[src/rtl/prio_pick.sv]
module prio_pick #(
  parameter int BANKS     = 3,
  parameter int PRIO_W    = 6,
  parameter int MAX_BANKS = 3,
  localparam int LINES    = 32 * MAX_BANKS,
  localparam int IDX_W    = $clog2(LINES)
) (
  input  logic [LINES-1:0]        pend_i,
  input  logic [LINES-1:0]        mask_i,
  input  logic [LINES-1:0]        fast_i,
  input  logic [LINES*PRIO_W-1:0] prio_i,
  input  logic                    want_fast_i,
  output logic [IDX_W-1:0]        win_o,
  output logic                    any_o
);
  localparam int LEAVES = 1 << IDX_W;
  localparam int ACTIVE = 32 * BANKS;

  // heap-ordered contest tree: node k has children 2k (lower indices) and 2k+1
  logic              nv [1:2*LEAVES-1];
  logic [PRIO_W-1:0] np [1:2*LEAVES-1];
  logic [IDX_W-1:0]  ni [1:2*LEAVES-1];

  for (genvar j = 0; j < LEAVES; j++) begin : g_leaf
    if (j < LINES) begin : g_real
      localparam bit LIVE = (j < ACTIVE);
      assign nv[LEAVES+j] = pend_i[j] & ~mask_i[j] & (fast_i[j] ~^ want_fast_i) & LIVE;
      assign np[LEAVES+j] = prio_i[j*PRIO_W +: PRIO_W];
    end else begin : g_pad
      assign nv[LEAVES+j] = 1'b0;
      assign np[LEAVES+j] = '0;
    end
    assign ni[LEAVES+j] = IDX_W'(j);
  end

  for (genvar k = 1; k < LEAVES; k++) begin : g_node
    logic take_hi;
    assign take_hi = nv[2*k+1] & (~nv[2*k] | (np[2*k+1] <= np[2*k]));
    assign nv[k]   = nv[2*k] | nv[2*k+1];
    assign np[k]   = take_hi ? np[2*k+1] : np[2*k];
    assign ni[k]   = take_hi ? ni[2*k+1] : ni[2*k];
  end

  assign any_o = nv[1];
  assign win_o = nv[1] ? ni[1] : '0;
endmodule

[config.mk]
export PLATFORM = sky130hd
export DESIGN_NAME = prio_pick
export DESIGN_NICKNAME = d
export VERILOG_FILES = /design/src/rtl/prio_pick.sv
export SDC_FILE = /design/constraint.sdc
export NUM_CORES = 1
export LEC_CHECK = 0
export ABC_AREA = 0
export BUFFER_PORTS_ARGS = -buffer_cell sky130_fd_sc_hd__buf_4
export CAP_MARGIN = 20
export CORE_AREA = 3 3 340 342
export DETAILED_ROUTE_END_ITERATION = 10
export DIE_AREA = 0 0 343 345
export GPL_TIMING_DRIVEN = 0
export PLACE_DENSITY = 0.44
export SETUP_SLACK_MARGIN = 0.02
export SLEW_MARGIN = 20
export SYNTH_ARGS = -nofsm -noshare
export SYNTH_HDL_FRONTEND = slang
export SYNTH_SLANG_ARGS = --single-unit
[constraint.sdc]
create_clock -name vclk -period 46.3
set_clock_uncertainty 0.2 [all_clocks]
set_input_delay 9.26 -clock vclk [all_inputs]
set_output_delay 9.26 -clock vclk [all_outputs]
set_load 0.02 [all_outputs]
== Word level (Yosys, flattened, before mapping) ==
Index checks and enable logic that the tools add are counted.

* Order comparisons: 95
* Muxes and demuxes: 190
* Bitwise operators: 764

{| class="wikitable"
|+ Operator list
! operator !! number
|-
| 6-bit less-or-equal comparator || 95
|-
| 6-bit 2-to-1 mux || 94
|-
| 7-bit 2-to-1 mux || 43
|-
| 1-bit bitwise AND || 287
|-
| 1-bit inverter || 191
|-
| 1-bit OR || 190
|-
| 1-bit XNOR || 96
|-
| 1-bit 2-to-1 mux || 48
|-
| 2-bit 2-to-1 mux || 5
|}

* Flip-flop bits (word level): 0
* Input bits: 865
* Word-level logic and storage cells: 1049

== Depth between registers and ports, before layout ==
Gate-level depths: netlist (run 1).

* Depth after elaboration: 32
* Gate-level depth with buffers: 78

== Worst setup path before layout (run 1) ==
OpenSTA, ideal clock, no wires.

* Path kind: input -> output
* From: input want_fast_i
* To: output win_o[0]
* Arrival time: 23.195 ns
* Required time: 36.840 ns
* Path slack: 13.645 ns
* Cell stages on the path: 66
* Buffers on the path: 15
* Path through: buf_6 > buf_2 > buf_2 > buf_4 > buf_2 > buf_2 > buf_2 > buf_2 > buf_1 > buf_1 > clkbuf_1 > clkbuf_1 > xor2_1 > nor3_1 > mux2i_1 > inv_1 > ha_1 > nor2b_1 > (+30 left out) > nand2b_1 > a21oi_1 > nor2b_1 > o221ai_1 > clkbuf_1 > a21oi_1 > a31o_2 > ha_1 > nor2b_1 > o21a_1 > o21a_1 > o21ai_0 > nand2b_1 > a21oi_1 > o31ai_1 > inv_1 > nor2_1 > a211o_1

* Longest elaborated chain between the ends: 31

{| class="wikitable"
|+ Ends and longest elaborated chain
! what !! line !! RTL
|-
| from (decl) || 12 || <nowiki>input logic want_fast_i,</nowiki>
|-
| 1-bit XNOR || 27 || <nowiki>assign nv[LEAVES+j] = pend_i[j] & ~mask_i[j] & (fast_i[j] ~^ want_fast_i) & LIVE;</nowiki>
|-
| 1-bit bitwise AND || 27 ||
|-
| 1-bit inverter || 38 || <nowiki>assign take_hi = nv[2*k+1] & (~nv[2*k] | (np[2*k+1] <= np[2*k]));</nowiki>
|-
| 1-bit OR || 38 ||
|-
| 1-bit bitwise AND || 38 ||
|-
| 6-bit 2-to-1 mux || 40 || <nowiki>assign np[k] = take_hi ? np[2*k+1] : np[2*k];</nowiki>
|-
| 6-bit less-or-equal comparator || 38 ||
|-
| 1-bit OR || 38 ||
|-
| (+15 left out) || n/a ||
|-
| 1-bit OR || 38 ||
|-
| 1-bit bitwise AND || 38 ||
|-
| 6-bit 2-to-1 mux || 40 ||
|-
| 6-bit less-or-equal comparator || 38 ||
|-
| 1-bit OR || 38 ||
|-
| 1-bit bitwise AND || 38 ||
|-
| 7-bit 2-to-1 mux || 41 || <nowiki>assign ni[k] = take_hi ? ni[2*k+1] : ni[2*k];</nowiki>
|-
| 7-bit 2-to-1 mux * || 45 || <nowiki>assign win_o = nv[1] ? ni[1] : '0;</nowiki>
|-
| to (decl) || 13 || <nowiki>output logic [IDX_W-1:0] win_o,</nowiki>
|}

Mark *: on every way between the ends. The rest lies on a longest branch, timed or not.

== Worst setup path after layout (run 1) ==
Ends and elaborated chain as after synthesis.

==> results of run 1 <==
==> worst max-delay path by stage <==
stage | start | to | slack (ns) | depth (start not counted)
final | want_fast_i | win_o[0] | 8.25 | 67
after CTS | want_fast_i | win_o[0] | 7.64 | 68
after global placement | want_fast_i | win_o[0] | 6.39 | 68
after global routing | want_fast_i | win_o[0] | 6.63 | 73
after floorplan | want_fast_i | win_o[0] | 13.65 | 66
after detailed placement | want_fast_i | win_o[0] | 7.69 | 68
==> cell usage in the layout, fill, tap and decap left out, types with 43 or more instances in the layout <==
cell        n
nor2b_1   130
ha_1      538
xor2_1     65
nand4_1    86
inv_1     567
nand2b_1  114
buf_4     873
mux2_2     49
mux2i_1   295
o21ai_0   213
nor2_1    235
o211ai_1   43
nand2_1   305
xnor2_1    47
clkbuf_1   49
o21a_1    144
a21oi_1   223
==> Yosys cell counts (31+ instances only) <==
master    number  area (µm²)
o21a_1       144        1080
nand4_1       86         538
mux2_2        49         552
nor3_1        59         295
inv_1        567        2130
nand2_1      305        1140
a21o_1        42         315
xor2_1        65         569
o22ai_1       38         238
mux2i_1      295        2950
nor2b_1      130         813
a211oi_1      39         293
o211ai_1      43         323
ha_1         538        6730
nand2b_1     114         713
clkbuf_1      50         188
a31oi_1       31         194
o21ai_0      213        1070
nand3_1       42         210
nor2_1       235         882
a21oi_1      223        1120
xnor2_1       47         412
==> where the power goes <==
group	internal [µW]	switching, µW	total (µW)
clock network	0.0000168	0	0.0000169
registers	0	0	0
logic	428	667	1090
total	428	667	1090
==> cells by family after synthesis <==
| logic type | after synthesis | synth area share [%] |
|---|---|---|
| buf+inv | 638 | 9.28 |
| mux | 345 | 13.5 |
| simple gates | 1134 | 22.1 |
| compound gates | 996 | 25.4 |
| fa+ha+maj | 543 | 26.0 |
| xor+xnor | 113 | 3.82 |
==> area by class of cell <==
cell class         instances  share of cell area, %
well taps               1500                   5.41
plain buffers             69                  0.833
multi-input cells       3131                   68.6
diodes                    12                 0.0866
inverters                569                   6.16
repair buffers           873                   18.9
==> metal layers <==
| layer | global-route usage, % | up-vias |
|---|---|---|
| met5 | 0 | - |
| met2 | 37.3 | 654 |
| li1 | - | 15300 |
| met4 | 1.05 | 10 |
| met1 | 26.8 | 13900 |
| met3 | 2.70 | 30 |
==> per-stage QoR <==
stage	instance area (µm²)	hold WS [ns]	total power, µW
after floorplan	26100	18.93	668
after global placement	34500	19.65	1110
after detailed placement	34600	19.66	1110
after CTS	34600	19.67	1120
after global routing	34700	19.70	1230
final	34700	19.63	1090
==> impl_metrics.yaml, run 1 <==
floorplanning:
  die-area_mm2: 0.118
  num_rows: 123
  start_util_pct: 23.2
  die-width_um: 343
  num_io_pins: 873
  die_height_um: 345
  core_area_mm2: 0.113
global_routing:
  grt_usage_pct: 20.5
  grt_antenna_before_repair: 23
  grt_pass1_wl_um: 186000
  grt_pass1_vias: 29200
  grt_max_degree: 11
  gr-total-overflow: 0
hold_path:
  min_to: "any_o"
  hp-class: "in2out"
  worstHoldPathCells: 7
  hp-start: "pend_i[0]"
timing:
  slew_headroom_pct: 27.6
  timing.fmax_mhz: 26.3
  slew_viol_final: 0
  finalHoldViolations: 0
  tightest_slew_ns: 1.08
  setup_slack_ns: 8.25
  finalSetupViolCount: 0
  finalSetupTns_ns: 0
  layout_min_cycle_time_ns: 38.05
  rsz0062_at_grt: "no"
  fin_crit_sh_pct: 82.2
drt:
  first_pass_iters: 5
  drtIter0Drc: 1565
  drt-vias-per-instance: 4.86
  wl_per_cell_um: 21.0
  wirelength_um: 129000
  routed.top_layer: "met5"
  wl_met3_um: 6560
  drc_errors: 0
  route.met2.wl_um: 63600
  ant_nets: 0
  wirelength_met1_um: 58300
  dr_total_vias: 29900
placement:
  place_inst: 6141
  numPortBuffers: 872
  pre_cts_ws_ns: 7.69
  hpwl_um: 118000
  gp_congestion: 0.900
power_and_ir_drop:
  p_leak_uw: 0.0178
  ir_drop_uv: 64.6
  power_density_mw_per_mm2: 31.6
synth:
  synthCells: 3769
  synth_nets: 5172
  syn_area_mm2: 0.0261
  syn_area_per_cell_um2: 6.93
  ys_types: 90
  ys_seq_area_share_pct: 0
  ys_warn_count: 0
cts:
  post_cts_buffers: 0
  cts_hold_buf: 0
  cts_resized: 0
finish:
  seq_area_um2: 0
  clockBufferCount: 0
  fillCellCount: 12500
  fin_cells: 6154
  layout.nets: 6047
  seq_cell_count: 0
  syn2layout_area_growth_pct: 32.8
  drive_gt1_share_pct: 21.5
  fin_util_pct: 30.8
  multi_input_area_mm2: 0.0238
critical_path:
  path_max_fanout: 10
  critPathLaunchType: "primary input"
  slowest_stage: "buf_1"
  crit_family: "buffers and inverters"
  worstSetupPathType: "in2out"
  worst-path-buf-inv: 18
  crit_required_ns: 36.84
  critPathMaxStageDelay_ns: 0.82
  crit_arrival_ns: 28.59
  end_kind: "output port"
job:
  cap_violations: 0
outcome:
  status: "finished clean"
No activity file was read; power rests on OpenSTA's default activity.
==> run 2: changes to the inputs <==
- CORE_AREA: 3 3 340 342 -> 3 3 344 346
- DIE_AREA: 0 0 343 345 -> 0 0 347 349
- clock period: 46.3 -> 33.8 ns (I/O delays scaled with it)
==> impl_metrics.yaml, run 2 (same netlist as run 1, synthesis figures left out) <==
outcome:
  status: "finished clean"
hold_path:
  hp-class: "in2out"
  min_to: "win_o[0]"
  hp-start: "fast_i[45]"
  worstHoldPathCells: 9
placement:
  numPortBuffers: 872
  gp_congestion: 0.931
  pre_cts_ws_ns: -0.0670
  hpwl_um: 120000
  place_inst: 6170
global_routing:
  gr-total-overflow: 0
  grt_usage_pct: 20.2
  grt_antenna_before_repair: 27
  grt_max_degree: 11
  grt_pass1_vias: 29500
  grt_pass1_wl_um: 187000
timing:
  finalSetupViolCount: 0
  fin_crit_sh_pct: 95.9
  tightest_slew_ns: 1.07
  layout_min_cycle_time_ns: 32.42
  rsz0062_at_grt: "no"
  setup_slack_ns: 1.38
  slew_headroom_pct: 27.9
  whs_ns: 14.52
  timing.fmax_mhz: 30.8
  slew_viol_final: 0
  finalHoldViolations: 0
power_and_ir_drop:
  sw_frac_of_total_pct: 61.0
  p_leak_uw: 0.0178
  p_int_uw: 592
  power_frac_clock_pct: 0
  power_density_mw_per_mm2: 43.6
  power_switching_uw: 925
  pwr-share-seq_pct: 0
  ir_drop_uv: 111
  pwr-share-comb_pct: 100.0
floorplanning:
  start_util_pct: 22.6
  die-width_um: 347
  num_rows: 125
  num_io_pins: 873
  core_area_mm2: 0.116
  die_height_um: 349
  die-area_mm2: 0.121
finish:
  drive_gt1_share_pct: 21.7
  seq_area_um2: 0
  fin_cells: 6187
  mostFrequentLayoutCell: "buf_4"
  syn2layout_area_growth_pct: 33.1
  final_cell_mix: "buf_4, inv_1, ha_1, nand2_1, mux2i_1"
  clockBufferCount: 0
  fillCellCount: 12900
  layout.nets: 6051
  seq_cell_count: 0
drt:
  wirelength_met1_um: 56500
  drtIter0Drc: 1337
  route.met2.wl_um: 64700
  dr_total_vias: 30100
  wirelength_um: 130000
  first_pass_iters: 6
  wl_per_cell_um: 21.0
  wl_met3_um: 6830
  drt-vias-per-instance: 4.86
  ant_nets: 0
  routed.top_layer: "met5"
  drc_errors: 0
cts:
  cts_hold_buf: 0
critical_path:
  critPathLaunchType: "primary input"
  end_kind: "output port"
  crit_required_ns: 26.84
  crit_family: "buffers and inverters"
  critPathMaxStageDelay_ns: 0.81
  slowest_stage: "o211ai_1"
  crit_top_cell: "a21oi_1"
  worst-path-buf-inv: 18
  worstSetupPathType: "in2out"
  crit_arrival_ns: 25.46
  path_max_fanout: 10
job:
  cap_violations: 0
run 2: cell count changes in the layout (fill, tap and decap cells not counted), sizes merged:
cell and change:
buf +2, diode +5, clkbuf +2
run 2: worst max path at each step:
stage	cells after the start	start	end	slack [ns]
CTS	74	want_fast_i	win_o[1]	0.26
finish	67	want_fast_i	win_o[1]	1.38
floorplan	66	want_fast_i	win_o[0]	6.15
global route	73	want_fast_i	win_o[1]	0.11
detailed placement	67	want_fast_i	win_o[1]	-0.07
global placement	68	want_fast_i	win_o[1]	-1.37
run 2: final cells by class:
type                            instances  area (µm²)  share of cell area (%)
Multi-Input combinational cell       3131       23800                    68.5
Timing Repair Buffer                  877        6590                    18.9
Inverter                              569        2140                    6.14
Tap cell                             1524        1910                    5.48
Buffer                                 69         295                   0.849
Antenna cell                           17        42.5                   0.122
run 2: timing repair:
action                     in CTS  in global routing
buffers inserted                0                  0
gates resized for setup         1                 12
setup endpoints to repair       3                  5
run 2: power by group through the flow:
stage	sequential, µW	clock, µW	combinational, µW
2_1_floorplan	0	0	915
3_3_place_gp	0	0	1520
3_5_place_dp	0	0	1520
4_1_cts	0	0	1530
5_1_grt	0	0.0000518	1690
6_report	0	0.0000679	1520
run 2: layer usage:
layer  GRT usage, %  vias up
li1               -    15300
met1           25.5    14000
met2           37.0      707
met3           2.72       66
met4           2.99       14
met5              0        -
run 2: tightest hold or removal path, cell delays in order:
cell	delay [ns]
buf_4	0.10
xor2_1	0.08
nor4_1	0.18
a21oi_1	0.09
o211ai_1	0.19
o21ai_0	0.11
mux2i_1	0.14
a211o_1	0.13
buf_4	0.16
run 2: stage by stage:
step | total power [µW] | util [%] | TNS [ns] | cell area [µm²]
floorplan | 915 | - | 0 | 26100
global placement | 1520 | 29.9 | -6.74 | 34600
detailed placement | 1520 | 30.0 | -0.0670 | 34700
CTS | 1530 | 30.0 | 0 | 34700
global route | 1690 | 30.0 | 0 | 34800
finish | 1520 | 30.0 | 0 | 34800
